==> src/rtl/sio_dec_pkg.sv <==
package sio_dec_pkg;
  localparam int BYTE_W = 8;
  localparam int NUM_FN = 4;

  typedef enum int {
    FN_FDC  = 0,
    FN_LPT  = 1,
    FN_SER1 = 2,
    FN_SER2 = 3
  } fn_id_e;

  localparam logic [BYTE_W-1:0] IDX_DEVID = 8'hE0;
  localparam logic [BYTE_W-1:0] IDX_FSEL  = 8'hE2;
  localparam logic [BYTE_W-1:0] IDX_FDC   = 8'hE3;
  localparam logic [BYTE_W-1:0] IDX_LPT   = 8'hE6;
  localparam logic [BYTE_W-1:0] IDX_SER1  = 8'hE7;
  localparam logic [BYTE_W-1:0] IDX_SER2  = 8'hE8;

  localparam logic [BYTE_W-1:0] RST_DEVID = 8'h3C;
  localparam logic [BYTE_W-1:0] RST_FSEL  = 8'h0F;
  localparam logic [BYTE_W-1:0] RST_FDC   = 8'hFC;
  localparam logic [BYTE_W-1:0] RST_LPT   = 8'hDE;
  localparam logic [BYTE_W-1:0] RST_SER1  = 8'hFE;
  localparam logic [BYTE_W-1:0] RST_SER2  = 8'hBE;

  // Mask applied to each packed base byte before the shift by two.
  function automatic logic [BYTE_W-1:0] fn_mask(input int fn);
    case (fn)
      FN_FDC:  fn_mask = 8'hFC;
      FN_LPT:  fn_mask = 8'hFF;
      default: fn_mask = 8'hFE;
    endcase
  endfunction
endpackage

==> src/rtl/sio_cfg_regs.sv <==
module sio_cfg_regs
  import sio_dec_pkg::*;
#(
  parameter int ADDR_W = 16,
  parameter logic [ADDR_W-1:0] INDEX_PORT = 'h3F0,
  parameter logic [ADDR_W-1:0] DATA_PORT  = 'h3F1
) (
  input  logic                          clk,
  input  logic                          rst_n,
  input  logic                          cfg_en,
  input  logic [ADDR_W-1:0]             io_addr,
  input  logic                          io_wr,
  input  logic                          io_rd,
  input  logic [BYTE_W-1:0]             io_wdata,
  output logic [BYTE_W-1:0]             io_rdata,
  output logic [BYTE_W-1:0]             fsel_q,
  output logic [NUM_FN-1:0][BYTE_W-1:0] fn_reg_q,
  output logic                          cfg_port_hit
);
  logic                          at_index;
  logic                          at_data;
  logic                          idx_we;
  logic                          data_we;
  logic [BYTE_W-1:0]             idx_q;
  logic [BYTE_W-1:0]             idx_d;
  logic [BYTE_W-1:0]             fsel_d;
  logic [NUM_FN-1:0][BYTE_W-1:0] fn_reg_d;
  logic [BYTE_W-1:0]             rd_val;

  assign at_index     = cfg_en && (io_addr == INDEX_PORT);
  assign at_data      = cfg_en && (io_addr == DATA_PORT);
  assign idx_we       = io_wr && at_index;
  assign data_we      = io_wr && at_data;
  assign cfg_port_hit = at_index || at_data;

  // Next-state: only the writable locations take data; others drop it.
  always_comb begin
    idx_d    = io_wdata;
    fsel_d   = fsel_q;
    fn_reg_d = fn_reg_q;
    case (idx_q)
      IDX_FSEL: fsel_d            = io_wdata;
      IDX_FDC:  fn_reg_d[FN_FDC]  = io_wdata;
      IDX_LPT:  fn_reg_d[FN_LPT]  = io_wdata;
      IDX_SER1: fn_reg_d[FN_SER1] = io_wdata;
      IDX_SER2: fn_reg_d[FN_SER2] = io_wdata;
      default:  ;
    endcase
  end

  always_ff @(posedge clk or negedge rst_n) begin
    if (!rst_n) begin
      idx_q             <= '0;
      fsel_q            <= RST_FSEL;
      fn_reg_q[FN_FDC]  <= RST_FDC;
      fn_reg_q[FN_LPT]  <= RST_LPT;
      fn_reg_q[FN_SER1] <= RST_SER1;
      fn_reg_q[FN_SER2] <= RST_SER2;
    end else begin
      if (idx_we) begin
        idx_q <= idx_d;
      end
      if (data_we) begin
        fsel_q   <= fsel_d;
        fn_reg_q <= fn_reg_d;
      end
    end
  end

  // Read mux for the data port.
  always_comb begin
    case (idx_q)
      IDX_DEVID: rd_val = RST_DEVID;
      IDX_FSEL:  rd_val = fsel_q;
      IDX_FDC:   rd_val = fn_reg_q[FN_FDC];
      IDX_LPT:   rd_val = fn_reg_q[FN_LPT];
      IDX_SER1:  rd_val = fn_reg_q[FN_SER1];
      IDX_SER2:  rd_val = fn_reg_q[FN_SER2];
      default:   rd_val = '0;
    endcase
  end

  always_comb begin
    io_rdata = '0;
    if (io_rd && at_data) begin
      io_rdata = rd_val;
    end else if (io_rd && at_index) begin
      io_rdata = idx_q;
    end
  end
endmodule

==> src/rtl/sio_func_ctrl.sv <==
module sio_func_ctrl
  import sio_dec_pkg::*;
#(
  parameter int ADDR_W = 16
) (
  input  logic [BYTE_W-1:0]             fsel_q,
  input  logic [NUM_FN-1:0][BYTE_W-1:0] fn_reg_q,
  output logic [NUM_FN-1:0]             fn_en,
  output logic [NUM_FN-1:0][ADDR_W-1:0] fn_base
);
  localparam int EXP_W = BYTE_W + 2;

  always_comb begin
    fn_en          = '0;
    fn_en[FN_FDC]  = fsel_q[4];
    fn_en[FN_LPT]  = (fsel_q[1:0] != 2'b11);
    fn_en[FN_SER1] = fsel_q[2];
    fn_en[FN_SER2] = fsel_q[3];
  end

  for (genvar g = 0; g < NUM_FN; g++) begin : g_base
    logic [EXP_W-1:0] expanded;
    assign expanded   = {fn_reg_q[g] & fn_mask(g), 2'b00};
    assign fn_base[g] = ADDR_W'(expanded);
  end
endmodule

==> src/rtl/sio_win_match.sv <==
module sio_win_match #(
  parameter int ADDR_W   = 16,
  parameter int WIN_LOG2 = 3
) (
  input  logic [ADDR_W-1:0] io_addr,
  input  logic [ADDR_W-1:0] base,
  input  logic              en,
  input  logic              block,
  output logic              hit
);
  localparam logic [ADDR_W-1:0] LOW_MASK = ADDR_W'((1 << WIN_LOG2) - 1);

  assign hit = en && !block && ((io_addr & ~LOW_MASK) == base);
endmodule

==> src/rtl/sio_func_decoder.sv <==
module sio_func_decoder
  import sio_dec_pkg::*;
#(
  parameter int ADDR_W   = 16,
  parameter int WIN_LOG2 = 3,
  parameter logic [ADDR_W-1:0] INDEX_PORT = 'h3F0,
  parameter logic [ADDR_W-1:0] DATA_PORT  = 'h3F1
) (
  input  logic              clk,
  input  logic              rst_n,
  input  logic              cfg_en,
  input  logic [ADDR_W-1:0] io_addr,
  input  logic              io_wr,
  input  logic              io_rd,
  input  logic [7:0]        io_wdata,
  output logic [7:0]        io_rdata,
  output logic              sel_fdc,
  output logic              sel_lpt,
  output logic              sel_ser1,
  output logic              sel_ser2
);
  logic [BYTE_W-1:0]             fsel_q;
  logic [NUM_FN-1:0][BYTE_W-1:0] fn_reg_q;
  logic                          cfg_port_hit;
  logic [NUM_FN-1:0]             fn_en;
  logic [NUM_FN-1:0][ADDR_W-1:0] fn_base;
  logic [NUM_FN-1:0]             sel_vec;

  sio_cfg_regs #(
    .ADDR_W     (ADDR_W),
    .INDEX_PORT (INDEX_PORT),
    .DATA_PORT  (DATA_PORT)
  ) u_regs (
    .clk          (clk),
    .rst_n        (rst_n),
    .cfg_en       (cfg_en),
    .io_addr      (io_addr),
    .io_wr        (io_wr),
    .io_rd        (io_rd),
    .io_wdata     (io_wdata),
    .io_rdata     (io_rdata),
    .fsel_q       (fsel_q),
    .fn_reg_q     (fn_reg_q),
    .cfg_port_hit (cfg_port_hit)
  );

  sio_func_ctrl #(
    .ADDR_W (ADDR_W)
  ) u_ctrl (
    .fsel_q   (fsel_q),
    .fn_reg_q (fn_reg_q),
    .fn_en    (fn_en),
    .fn_base  (fn_base)
  );

  for (genvar g = 0; g < NUM_FN; g++) begin : g_win
    sio_win_match #(
      .ADDR_W   (ADDR_W),
      .WIN_LOG2 (WIN_LOG2)
    ) u_match (
      .io_addr (io_addr),
      .base    (fn_base[g]),
      .en      (fn_en[g]),
      .block   (cfg_port_hit),
      .hit     (sel_vec[g])
    );
  end

  assign sel_fdc  = sel_vec[FN_FDC];
  assign sel_lpt  = sel_vec[FN_LPT];
  assign sel_ser1 = sel_vec[FN_SER1];
  assign sel_ser2 = sel_vec[FN_SER2];
endmodule

==> config.mk <==
export PLATFORM = sky130hd
export DESIGN_NAME = sio_func_decoder
export DESIGN_NICKNAME = d
export VERILOG_FILES = /design/src/rtl/sio_dec_pkg.sv /design/src/rtl/sio_cfg_regs.sv /design/src/rtl/sio_func_ctrl.sv /design/src/rtl/sio_win_match.sv /design/src/rtl/sio_func_decoder.sv
export SDC_FILE = /design/constraint.sdc
export NUM_CORES = 1
export LEC_CHECK = 0
export ABC_AREA = 1
export BUFFER_PORTS_ARGS = -buffer_cell sky130_fd_sc_hd__buf_2
export CELL_PAD_IN_SITES_DETAIL_PLACEMENT = 0
export CELL_PAD_IN_SITES_GLOBAL_PLACEMENT = 2
export CORE_MARGIN = 2
export CORE_UTILIZATION = 33
export CTS_CLUSTER_SIZE = 28
export DETAILED_ROUTE_END_ITERATION = 10
export PLACE_DENSITY = 0.86
export SLEW_MARGIN = 5
export SYNTH_ARGS = -nofsm -noshare
export SYNTH_HDL_FRONTEND = slang
export SYNTH_SLANG_ARGS = --single-unit
==> constraint.sdc <==
create_clock -name clk -period 1.58 [get_ports clk]
set_input_delay 0.079 -clock clk [delete_from_list [all_inputs] [get_ports clk]]
set_output_delay 0.079 -clock clk [all_outputs]
set_load 0.05 [all_outputs]
Yosys cells after proc, flatten, opt, wreduce, memory -nomap -nowiden
Cells that the tools add are included.
{"block": "totals", "ff_bits": 48, "elab_cells": 43, "in_bits": 29}
{"block": "op_classes", "eq_ne": 13, "n_reduce_logical": 21, "muxes": 3}
{"op": "== test 8 bit, second input constant", "n": 6}
{"op": "case mux 8 bit (6 select lines)", "n": 1}
{"op": "== test 13 x 7 -> 1 bit", "n": 3}
{"op": "== test 16 x 10 -> 1 bit, second input constant", "n": 2}
{"op": "two-way mux 8 bit", "n": 2}
{"op": "== test 14 x 8 -> 1 bit", "n": 1}
{"op": "logical AND 1 bit", "n": 14}
{"op": "AND reduction 2 bit", "n": 5}
{"op": "inequality test 2 bit, second input constant", "n": 1}
{"op": "zero test 1 bit", "n": 1}
{"op": "logical OR 1 bit", "n": 1}

Logic depth before layout (Yosys ltp)
Gate-level depths: netlist of run 1.
{"block": "logic_depth", "ltp_word": 6, "depth_mapped": 12, "ltp_nobuf": 11}

Hierarchy
Synthesis of run 1 repeated with hierarchy kept, for this count alone.
{"block": "hier_totals", "hier_cells": 807, "area_unflattened_um2": 4697.0}
{"module": "sio_cfg_regs", "area_each_um2": 2895.3, "cells_per_inst": 406, "n_inst": 1, "seq_area_each_um2": 1237.4}
{"module": "sio_win_match", "area_each_um2": 322.8, "cells_per_inst": 83, "n_inst": 4, "seq_area_each_um2": 0.0}
{"module": "sio_func_ctrl", "area_each_um2": 510.5, "cells_per_inst": 69, "n_inst": 1, "seq_area_each_um2": 0.0}

Worst setup path before layout of run 1
OpenSTA, ideal clock, no wires.
{"block": "synth_path", "path_kind": "reg2out", "startpoint": "reg u_regs.idx_q[2]", "endpoint": "out io_rdata[0]", "stages_incl_launch_ff": 10, "t_arrival_ns": 1.654, "path_slack_ns": -0.153, "cell_sequence": "dfrtp_1 -> nor2_1 -> inv_1 -> nor2_2 -> nand2_1 -> nand2_1 -> nor2_1 -> nor2_2 -> nand2_1 -> nand2_1"}
{"block": "synth_via", "elab_chain_cells": 3}
{"element": "from (decl)", "line": "sio_cfg_regs.sv:24", "source": "logic [BYTE_W-1:0] idx_q;"}
{"element": "from (signal assigned)", "line": "sio_cfg_regs.sv:61", "source": "idx_q <= idx_d;"}
{"element": "== test 8 bit", "line": "sio_cfg_regs.sv:72", "source": "case (idx_q)"}
{"element": "case mux 8 bit (6 select lines) *", "line": "sio_cfg_regs.sv:72"}
{"element": "two-way mux 8 bit *", "line": "sio_cfg_regs.sv:85", "source": "if (io_rd && at_data) begin"}
{"element": "to (decl)", "line": "sio_func_decoder.sv:16", "source": "output logic [7:0] io_rdata,"}
Mark *: on every way between the ends. The rest lies on a longest branch, timed or not.

Worst setup path after layout of run 1
{"block": "layout_path", "startpoint": "reg u_regs.idx_q[1]", "endpoint": "out io_rdata[2]"}
Same word-level chain as after synthesis.

==> results.cfg, run 1 <==
[outcome]
status = finished, violations left
violations = negative setup slack

[timing]
tightest_slew_ns = 0.306
setup-tns-final_ns = -3.27
fmax_mhz = 521
skew_ns = 0.0140
fin_ws_ns = -0.338
slew_viol_final = 0
maxSlewHeadroom_pct = 79.6
hold_viol = 0
grt_setup_unrepaired = true
holdWs_ns = 0.0591
fin_crit_sh_pct = 121
setup_viol = 20
min_period_ns = 1.92

[synthesis]
ys_top_cells_by_area = dfstp_2 (24%), nand2_1 (20%), dfrtp_1 (15%), nand3_1 (13%), inv_1 (4.1%)
synth_area_per_cell_um2 = 7.06
syn_area_mm2 = 0.00322
synth-seq-area-share_pct = 38.5
synth.most_common_cell = nand2_1
synth_top_family_by_area = simple AND/OR/NAND/NOR gates
synth-adder-area-share_pct = 0
synthTopCellsByCount = nand2_1 (175), nand3_1 (81), inv_1 (35)
ys_ff_latch = 48
synth_mux_area_share_pct = 0
yosysTopAreaCell = dfstp_2
synth_top_cell_area_share_pct = 23.7
synth-main-ff-cell = dfstp_2
synth_cells = 456
synth_compound_area_share_pct = 2.41
ys.warnings.count = 0
async_flop_share_pct = 100
synth_edf_count = 0
synth_xor_area_share_pct = 4.35
synth_nets = 485
synth.distinct_cells = 29
synthSimpleGateAreaFrac_pct = 46.2

[drt]
wl_met1_um = 5370
drt-initial-drc-count = 168
vias = 3332
dr_wl_met2_um = 5130
drt_first_pass_iters = 4
avgRoutedWirePerCell_um = 16.4
ant_nets = 0
drc = 0
viasPerCell = 4.90
dr_wl_met3_um = 451
wirelength_um = 11200
route.top_layer_used = met4

[cells_and_area]
num-fill-cells = 1011
area_growth_pct = 37.1
regArea_mm2 = 0.00124
post-route-util_pct = 45.8
drive_above_1_share_pct = 39.3
num_antenna_cells = 0
nNetsFinal = 575
multi_input_area_mm2 = 0.00195
fin_area_mm2 = 0.00441

[setup_path]
r2r_cells = 11
criticalPathCategory = flop to primary output
cp_slowest_cell = dfrtp_1
crit_arrival_ns = 1.84
worstPathCellList = nand2_1 -> nor2_2 -> buf_4 -> nand3_1 -> nand2_1 -> nor2_1 -> nand2_2 -> nand2_2 -> nand2_4 -> buf_8
cp-start-kind = flop
cp.required_ns = 1.50
end_kind = primary output
critPathMaxStageDelay_ns = 0.45
cp.depth = 10
critical_path_buf_inv_count = 2
cp_max_fo = 6
critPathTopFamily = simple AND/OR/NAND/NOR gates

[clocking]
clk_latency_ns = 0.31
clockBufferDepth = 2
clk_pin_slew_ns = 0.09
clockRootBuffer = clkbuf_8
htree_levels = 2
clock-sinks = 48
cts_tree = done
numCtsBuffers = 5

[die]
core_area_mm2 = 0.00964
io-pin-count = 41
dieArea_mm2 = 0.0106
die_h_um = 103
start_util_pct = 33.4
num_rows = 36
die_x_um = 103

[worst_hold_path]
hold_depth = 3
hold_class = input port to flop

[global_routing]
grt_pass1_wl_um = 17500
antenna_found_initial = 0
first_global_vias = 3225
grt_max_degree = 49
grt_usage_pct = 22.3
grt_remaining_overflow = 0

[power]
power_mw = 2.34
power_density_mw_per_mm2 = 530
leakage_nw = 2.19
max-vdd-ir-drop_mv = 0.424

[place]
dpl.hpwl_um = 8270
place_congestion = 0.957
postPlaceCellArea_mm2 = 0.00392
portBuffers = 40

[run]
maxCapViolCount = 0
path summary, 6_finish.rpt:
check / from / to / slack (ns)
worst max-delay path: u_regs.idx_q[1] / io_rdata[2] / -0.34
worst min-delay path: io_wdata[1] / u_regs.fsel_q[1] / 0.06
worst max register to register: u_regs.idx_q[2] / u_regs.fn_reg_q[0] / -0.07
worst min register to register: u_regs.fn_reg_q[10] / u_regs.fn_reg_q[10] / 0.48
max in group asynchronous: rst_n / u_regs.fn_reg_q[3] / 1.01
min in group asynchronous: rst_n / u_regs.fn_reg_q[13] / 0.29
through the flow:
stage	std cells	setup WS, ns
3_5_place_dp	661	-0.205
2_1_floorplan	456	-0.0151
5_1_grt	680	-0.485
6_report	680	-0.338
3_3_place_gp	661	-0.174
4_1_cts	677	-0.336
power breakdown:
part | switching [mW] | leakage, nW | total, mW | internal, mW
Sequential | 0.0000393 | 0.565 | 1.23 | 1.23
Clock | 0.435 | 0.0541 | 0.905 | 0.469
Combinational | 0.134 | 1.57 | 0.202 | 0.0678
Total | 0.569 | 2.19 | 2.34 | 1.77
flip-flops by register name (all words and copies together), names as in the netlist:
signal,flops
u_regs.fn_reg_q,32
u_regs.idx_q,8
u_regs.fsel_q,8
repair_timing:
item / 4_1_cts / 5_1_grt
endpoints found under the hold margin: 19 / 0
hold buffers: 1 / 0
cloned: 3 / 0
setup endpoints to repair: 29 / 41
pin swaps: 7 / 3
gates resized for setup: 72 / 21
buffers inserted: 4 / 3
final cells by class:
class / count / area share, %
Clock buffer: 5 / 1.56
Tap cell: 133 / 3.77
Sequential cell: 48 / 28.1
Timing Repair Buffer: 97 / 18.0
Inverter: 40 / 3.52
Multi-Input combinational cell: 354 / 44.1
Clock inverter: 3 / 0.965
tightest hold or removal path, stage by stage:
cell	delay, ns
buf_2	0.15
nand3_1	0.09
nand2_1	0.05
logic make-up after synthesis:
| kind of cell | count (synthesis) |
|---|---|
| simple gates | 323 |
| buf+inv | 55 |
| xor+xnor | 16 |
| compound gates | 14 |
| flops | 48 |
cells in the final DEF (no fill, tap or decap), types with 2 or more instances in the layout:
cell type    n
nand2_1    139
nand3_1     79
buf_4       45
inv_1       31
buf_2       30
nand2_2     29
dfstp_2     29
dfrtp_1     19
nor2_1      18
nor2_2      11
nand4_1     11
nand2_4     10
nor2_4       9
xor2_1       9
buf_8        9
buf_6        9
inv_2        6
xnor2_1      6
o21ai_0      5
nor3_2       5
clkbuf_8     5
nand3_2      3
nand3b_1     3
nor3_1       3
buf_12       3
o22ai_1      2
o211ai_1     2
a21oi_1      2
inv_4        2
nand2_8      2
routing by layer:
| metal | GRT usage [%] | up-vias |
|---|---|---|
| met2 | 35.9 | 89 |
| met1 | 32.2 | 1593 |
| met5 | 0 | - |
| met4 | 5.67 | 0 |
| li1 | - | 1638 |
| met3 | 2.37 | 12 |
Note: power is estimated with default switching activity, not from simulation.
==> inputs of run 2 (changes only) <==
--- a/config.mk
+++ b/config.mk
@@ -13,6 +13,7 @@
 export CORE_UTILIZATION = 33
 export CTS_CLUSTER_SIZE = 28
 export DETAILED_ROUTE_END_ITERATION = 10
+export HOLD_SLACK_MARGIN = 0.08
 export PLACE_DENSITY = 0.86
 export SLEW_MARGIN = 5
 export SYNTH_ARGS = -nofsm -noshare
==> run 2 against run 1 <==
Effect of this change:
- the run still ends with negative setup slack left
- largest cell class unchanged
- sequential power about the same
- core utilization increased by 0.42 points
- routed wire length decreased by 0.22%
==> results.cfg, run 2 (same netlist as run 1, synthesis figures left out) <==
[cells_and_area]
drive_above_1_share_pct = 39.0
final_cell_mix = nand2_1 (139), nand3_1 (79), buf_4 (45), inv_1 (31), buf_2 (30)
post-route-util_pct = 46.2
multi_input_area_mm2 = 0.00195
regArea_mm2 = 0.00124
area_growth_pct = 38.3
layout_commonest_cell = nand2_1
num_antenna_cells = 0
num-fill-cells = 1008
largest_register_ffs = 32
largest-register = u_regs.fn_reg_q
nNetsFinal = 579
reg_top3 = u_regs.fn_reg_q x32, u_regs.fsel_q x8, u_regs.idx_q x8

[setup_path]
cp.required_ns = 1.50
crit_arrival_ns = 1.84
end_kind = primary output
worstPathCellList = nand2_1 -> nor2_2 -> buf_4 -> nand3_1 -> nand2_1 -> nor2_1 -> nand2_2 -> nand2_2 -> nand2_4 -> buf_8
r2r_cells = 11
reg2reg_from = u_regs.idx_q[2]
regToRegSetupSlack_ns = -0.07
criticalPathCategory = flop to primary output
r2r-end = u_regs.fn_reg_q[0]
cp_max_fo = 6
critPathMaxStageDelay_ns = 0.45
cp_slowest_cell = dfrtp_1
cp-start-kind = flop

[power]
max-vdd-ir-drop_mv = 0.424
power_mw = 2.35
leakage_nw = 2.20
power_density_mw_per_mm2 = 528

[die]
die_h_um = 103
core_area_mm2 = 0.00964
start_util_pct = 33.4
die_x_um = 103
dieArea_mm2 = 0.0106
num_rows = 36
io-pin-count = 41

[timing]
tightest_slew_ns = 0.316
hold_viol = 0
min_period_ns = 1.92
fmax_mhz = 522
fin_ws_ns = -0.338
skew_ns = 0.0163
fin_crit_sh_pct = 121
maxSlewHeadroom_pct = 78.9
slew_viol_final = 0
grt_setup_unrepaired = true
setup_viol = 20

[drt]
vias = 3337
avgRoutedWirePerCell_um = 16.3
wirelength_um = 11100
wl_met1_um = 5300
dr_wl_met2_um = 5110
dr_wl_met3_um = 521
drt-initial-drc-count = 191
viasPerCell = 4.88
drc = 0
drt_first_pass_iters = 5
route.top_layer_used = met4
ant_nets = 0

[clocking]
clock-sinks = 48
clockRootBuffer = clkbuf_8
clk_pin_slew_ns = 0.10
numCtsBuffers = 5
clk_latency_ns = 0.31
cts_tree = done
clockBufferDepth = 2
htree_levels = 2

[place]
portBuffers = 40
place_congestion = 0.957
dpl.hpwl_um = 8270

[global_routing]
antenna_found_initial = 0
grt_max_degree = 49
grt_usage_pct = 22.3
grt_pass1_wl_um = 17600
grt_remaining_overflow = 0
first_global_vias = 3243

[worst_hold_path]
hold_depth = 3
worstHoldStart = io_wdata[3]
hold_class = input port to flop
min_to = u_regs.fn_reg_q[11]

[outcome]
status = finished, violations left
violations = negative setup slack

[run]
maxCapViolCount = 0
## run 2: worst max-delay path: cells and delay by family, from the launching register on
family | cells | cell delay [ns]
buffers and inverters | 2 | 0.30
flip-flops | 1 | 0.45
AND/OR/NAND/NOR | 8 | 0.77
## run 2: stage by stage
step / cell area, um2 / cells / setup WS, ns / hold slack, ns / setup TNS [ns]
2_1_floorplan: 3300 / 456 / -0.0151 / -0.217 / -0.0151
3_5_place_dp: 3920 / 661 / -0.205 / 0.0917 / -1.97
3_3_place_gp: 3920 / 661 / -0.174 / 0.0887 / -1.21
4_1_cts: 4360 / 681 / -0.336 / 0.0818 / -3.14
6_report: 4450 / 684 / -0.338 / 0.0879 / -3.28
5_1_grt: 4450 / 684 / -0.485 / 0.0918 / -5.60
## run 2: how the worst max path moves through the flow
stage / slack [ns] / start / cells after the start / end
CTS: -0.34 / u_regs.idx_q[3] / 11 / io_rdata[0]
floorplan: -0.02 / u_regs.idx_q[4] / 10 / io_rdata[0]
global placement: -0.17 / u_regs.idx_q[4] / 11 / io_rdata[6]
finish: -0.34 / u_regs.idx_q[1] / 10 / io_rdata[2]
detailed placement: -0.20 / u_regs.idx_q[4] / 11 / io_rdata[6]
global route: -0.48 / u_regs.idx_q[2] / 11 / io_rdata[1]
## run 2: final cells by class
class / count / area share [%]
multi-input combinational: 354 / 43.7
sequential: 48 / 27.8
timing repair buffer: 101 / 18.8
tap: 133 / 3.74
inverter: 40 / 3.49
clock buffer: 5 / 1.55
clock inverter: 3 / 0.956
## run 2: power by group
group / switching, mW / leakage [nW] / internal [mW]
sequential: 0.0000393 / 0.565 / 1.23
clock: 0.439 / 0.0541 / 0.469
combinational: 0.135 / 1.58 / 0.0743
total: 0.574 / 2.20 / 1.78
## run 2: per-layer routing
metal  vias to the layer above  track usage, %
met3                        12            2.37
met5                         -               0
met4                         0            5.67
met1                      1581            32.2
met2                       101            36.0
li1                       1643               -
## run 2: what timing repair did
action	4_1_cts	5_1_grt
gates resized for setup	72	21
buffers inserted	4	3
pin swaps	7	3
endpoints found under the hold margin	58	0
hold buffers	5	0
cloned	3	0
setup endpoints to repair	29	41
==> inputs of run 3 (changes only) <==
--- a/config.mk
+++ b/config.mk
@@ -15,6 +15,7 @@
 export DETAILED_ROUTE_END_ITERATION = 10
 export HOLD_SLACK_MARGIN = 0.08
 export PLACE_DENSITY = 0.86
+export RECOVER_POWER = 100
 export SLEW_MARGIN = 5
 export SYNTH_ARGS = -nofsm -noshare
 export SYNTH_HDL_FRONTEND = slang
==> run 3 against run 2 <==
Effect of this change:
- the flow still finishes with violations (negative setup slack)
- die area unchanged
- non-clock buffer count unchanged
- routed wire length increased by 0.21%
- flip-flop and latch count unchanged
- first-iteration DRC count increased by 11%
- via count increased by 0.57%
- clock-buffer cell count unchanged
- critical endpoint is now io_rdata[0]
- global-route usage unchanged
==> results.cfg, run 3 (same netlist as run 1, synthesis figures left out) <==
[outcome]
status = finished, violations left
violations = negative setup slack

[cells_and_area]
post-route-util_pct = 45.8
nNetsFinal = 579
area_growth_pct = 37.1
largest_register_ffs = 32
reg_top3 = u_regs.fn_reg_q x32, u_regs.fsel_q x8, u_regs.idx_q x8
drive_above_1_share_pct = 38.7
stdcell_count = 684
largest-register = u_regs.fn_reg_q
final_cell_mix = nand2_1 (139), nand3_1 (79), buf_4 (46), inv_1 (31), buf_2 (30)
num_antenna_cells = 0
fin_area_mm2 = 0.00441
layout_commonest_cell = nand2_1

[place]
dp.cells = 661
postPlaceCellArea_mm2 = 0.00392
dpl.hpwl_um = 8270
place_congestion = 0.957
portBuffers = 40

[worst_hold_path]
hold_class = input port to flop

[power]
leakage_nw = 2.20
max-vdd-ir-drop_mv = 0.424
power_density_mw_per_mm2 = 530

[global_routing]
grt_pass1_wl_um = 17600
grt_usage_pct = 22.3
grt_remaining_overflow = 0
antenna_found_initial = 0
first_global_vias = 3243
grt_max_degree = 49

[drt]
viasPerCell = 4.91
avgRoutedWirePerCell_um = 16.3
wirelength_um = 11100
ant_nets = 0
drc = 0
vias = 3356
drt_first_pass_iters = 6
drt-initial-drc-count = 212

[die]
num_rows = 36
io-pin-count = 41
die_h_um = 103
start_util_pct = 33.4
dieArea_mm2 = 0.0106
die_x_um = 103
core_area_mm2 = 0.00964

[timing]
skew_ns = 0.0156
min_period_ns = 1.92
maxSlewHeadroom_pct = 17.9
tightest_slew_ns = 1.23
slew_viol_final = 0
hold_viol = 0
fin_ws_ns = -0.337
fmax_mhz = 522
holdWs_ns = 0.0884
setup-tns-final_ns = -3.28
setup_viol = 20
fin_crit_sh_pct = 121
grt_setup_unrepaired = true

[clocking]
clk_pin_slew_ns = 0.10
cts_tree = done
clock-sinks = 48
clockRootBuffer = clkbuf_8
clk_latency_ns = 0.31
htree_levels = 2
numCtsBuffers = 5
clockBufferDepth = 2

[run]
maxCapViolCount = 0

[setup_path]
cp_max_fo = 8
criticalPathCategory = flop to primary output
end_kind = primary output
cp-start-kind = flop
crit_arrival_ns = 1.84
cp.required_ns = 1.50
run 3: worst max-delay path, stage by stage, from the launching register on:
cell and delay (ns):
dfrtp_1 0.45, nand2_1 0.14, nor2_2 0.17, nand2_2 0.08, nand3_1 0.09, nor2_1 0.05, nor2_2 0.11, buf_6 0.15
nand2_1 0.07, nand2_2 0.07, buf_8 0.14
run 3: per-layer routing:
metal  vias up  wire [um]  global-route usage (%)  share of wire (%)
met5         -          0                       0                  0
met4         0        195                    5.67                1.7
li1       1645          -                       -                  -
met2       102       5120                    36.0                 46
met3        14        566                    2.37                5.1
met1      1595       5270                    32.2                 47
run 3: metrics by stage:
step	setup WS (ns)	power (mW)
after detailed placement	-0.205	1.45
after CTS	-0.336	2.37
final	-0.337	2.34
after floorplan	-0.0151	1.32
after global routing	-0.485	2.43
after global placement	-0.174	1.45
run 3: layout make-up:
type | instances | area, um2
sequential | 48 | 1240
multi-input combinational | 354 | 1940
inverter | 40 | 153
timing repair buffer | 101 | 810
clock inverter | 3 | 42.5
clock buffer | 5 | 68.8
tap | 133 | 166
fill | 1015 | 5230
run 3: timing repair:
item | in CTS | in global routing
pin swaps | 7 | 3
endpoints found under the hold margin | 58 | 0
hold buffers | 5 | 0
setup buffers | 4 | 3
cloned | 3 | 0
endpoints found under the setup margin | 29 | 41
resized for setup | 72 | 21
run 3: power breakdown:
group | internal, mW | total, mW | switching (mW)
clock | 0.469 | 0.907 | 0.438
sequential | 1.23 | 1.23 | 0.0000389
combinational | 0.0693 | 0.202 | 0.133
run 3: path summary, 6_finish.rpt:
| check | startpoint | end | slack [ns] | cells after the start |
|---|---|---|---|---|
| worst max register to register | u_regs.idx_q[2] | u_regs.fn_reg_q[0] | -0.07 | 11 |
| worst min register to register | u_regs.fn_reg_q[10] | u_regs.fn_reg_q[10] | 0.48 | 2 |
| worst max-delay path | u_regs.idx_q[1] | io_rdata[0] | -0.34 | 10 |
| worst min-delay path | io_wdata[3] | u_regs.fn_reg_q[11] | 0.09 | 3 |
| max in group asynchronous | rst_n | u_regs.fsel_q[5] | 0.20 | 3 |
| min in group asynchronous | rst_n | u_regs.fn_reg_q[13] | 0.65 | 3 |
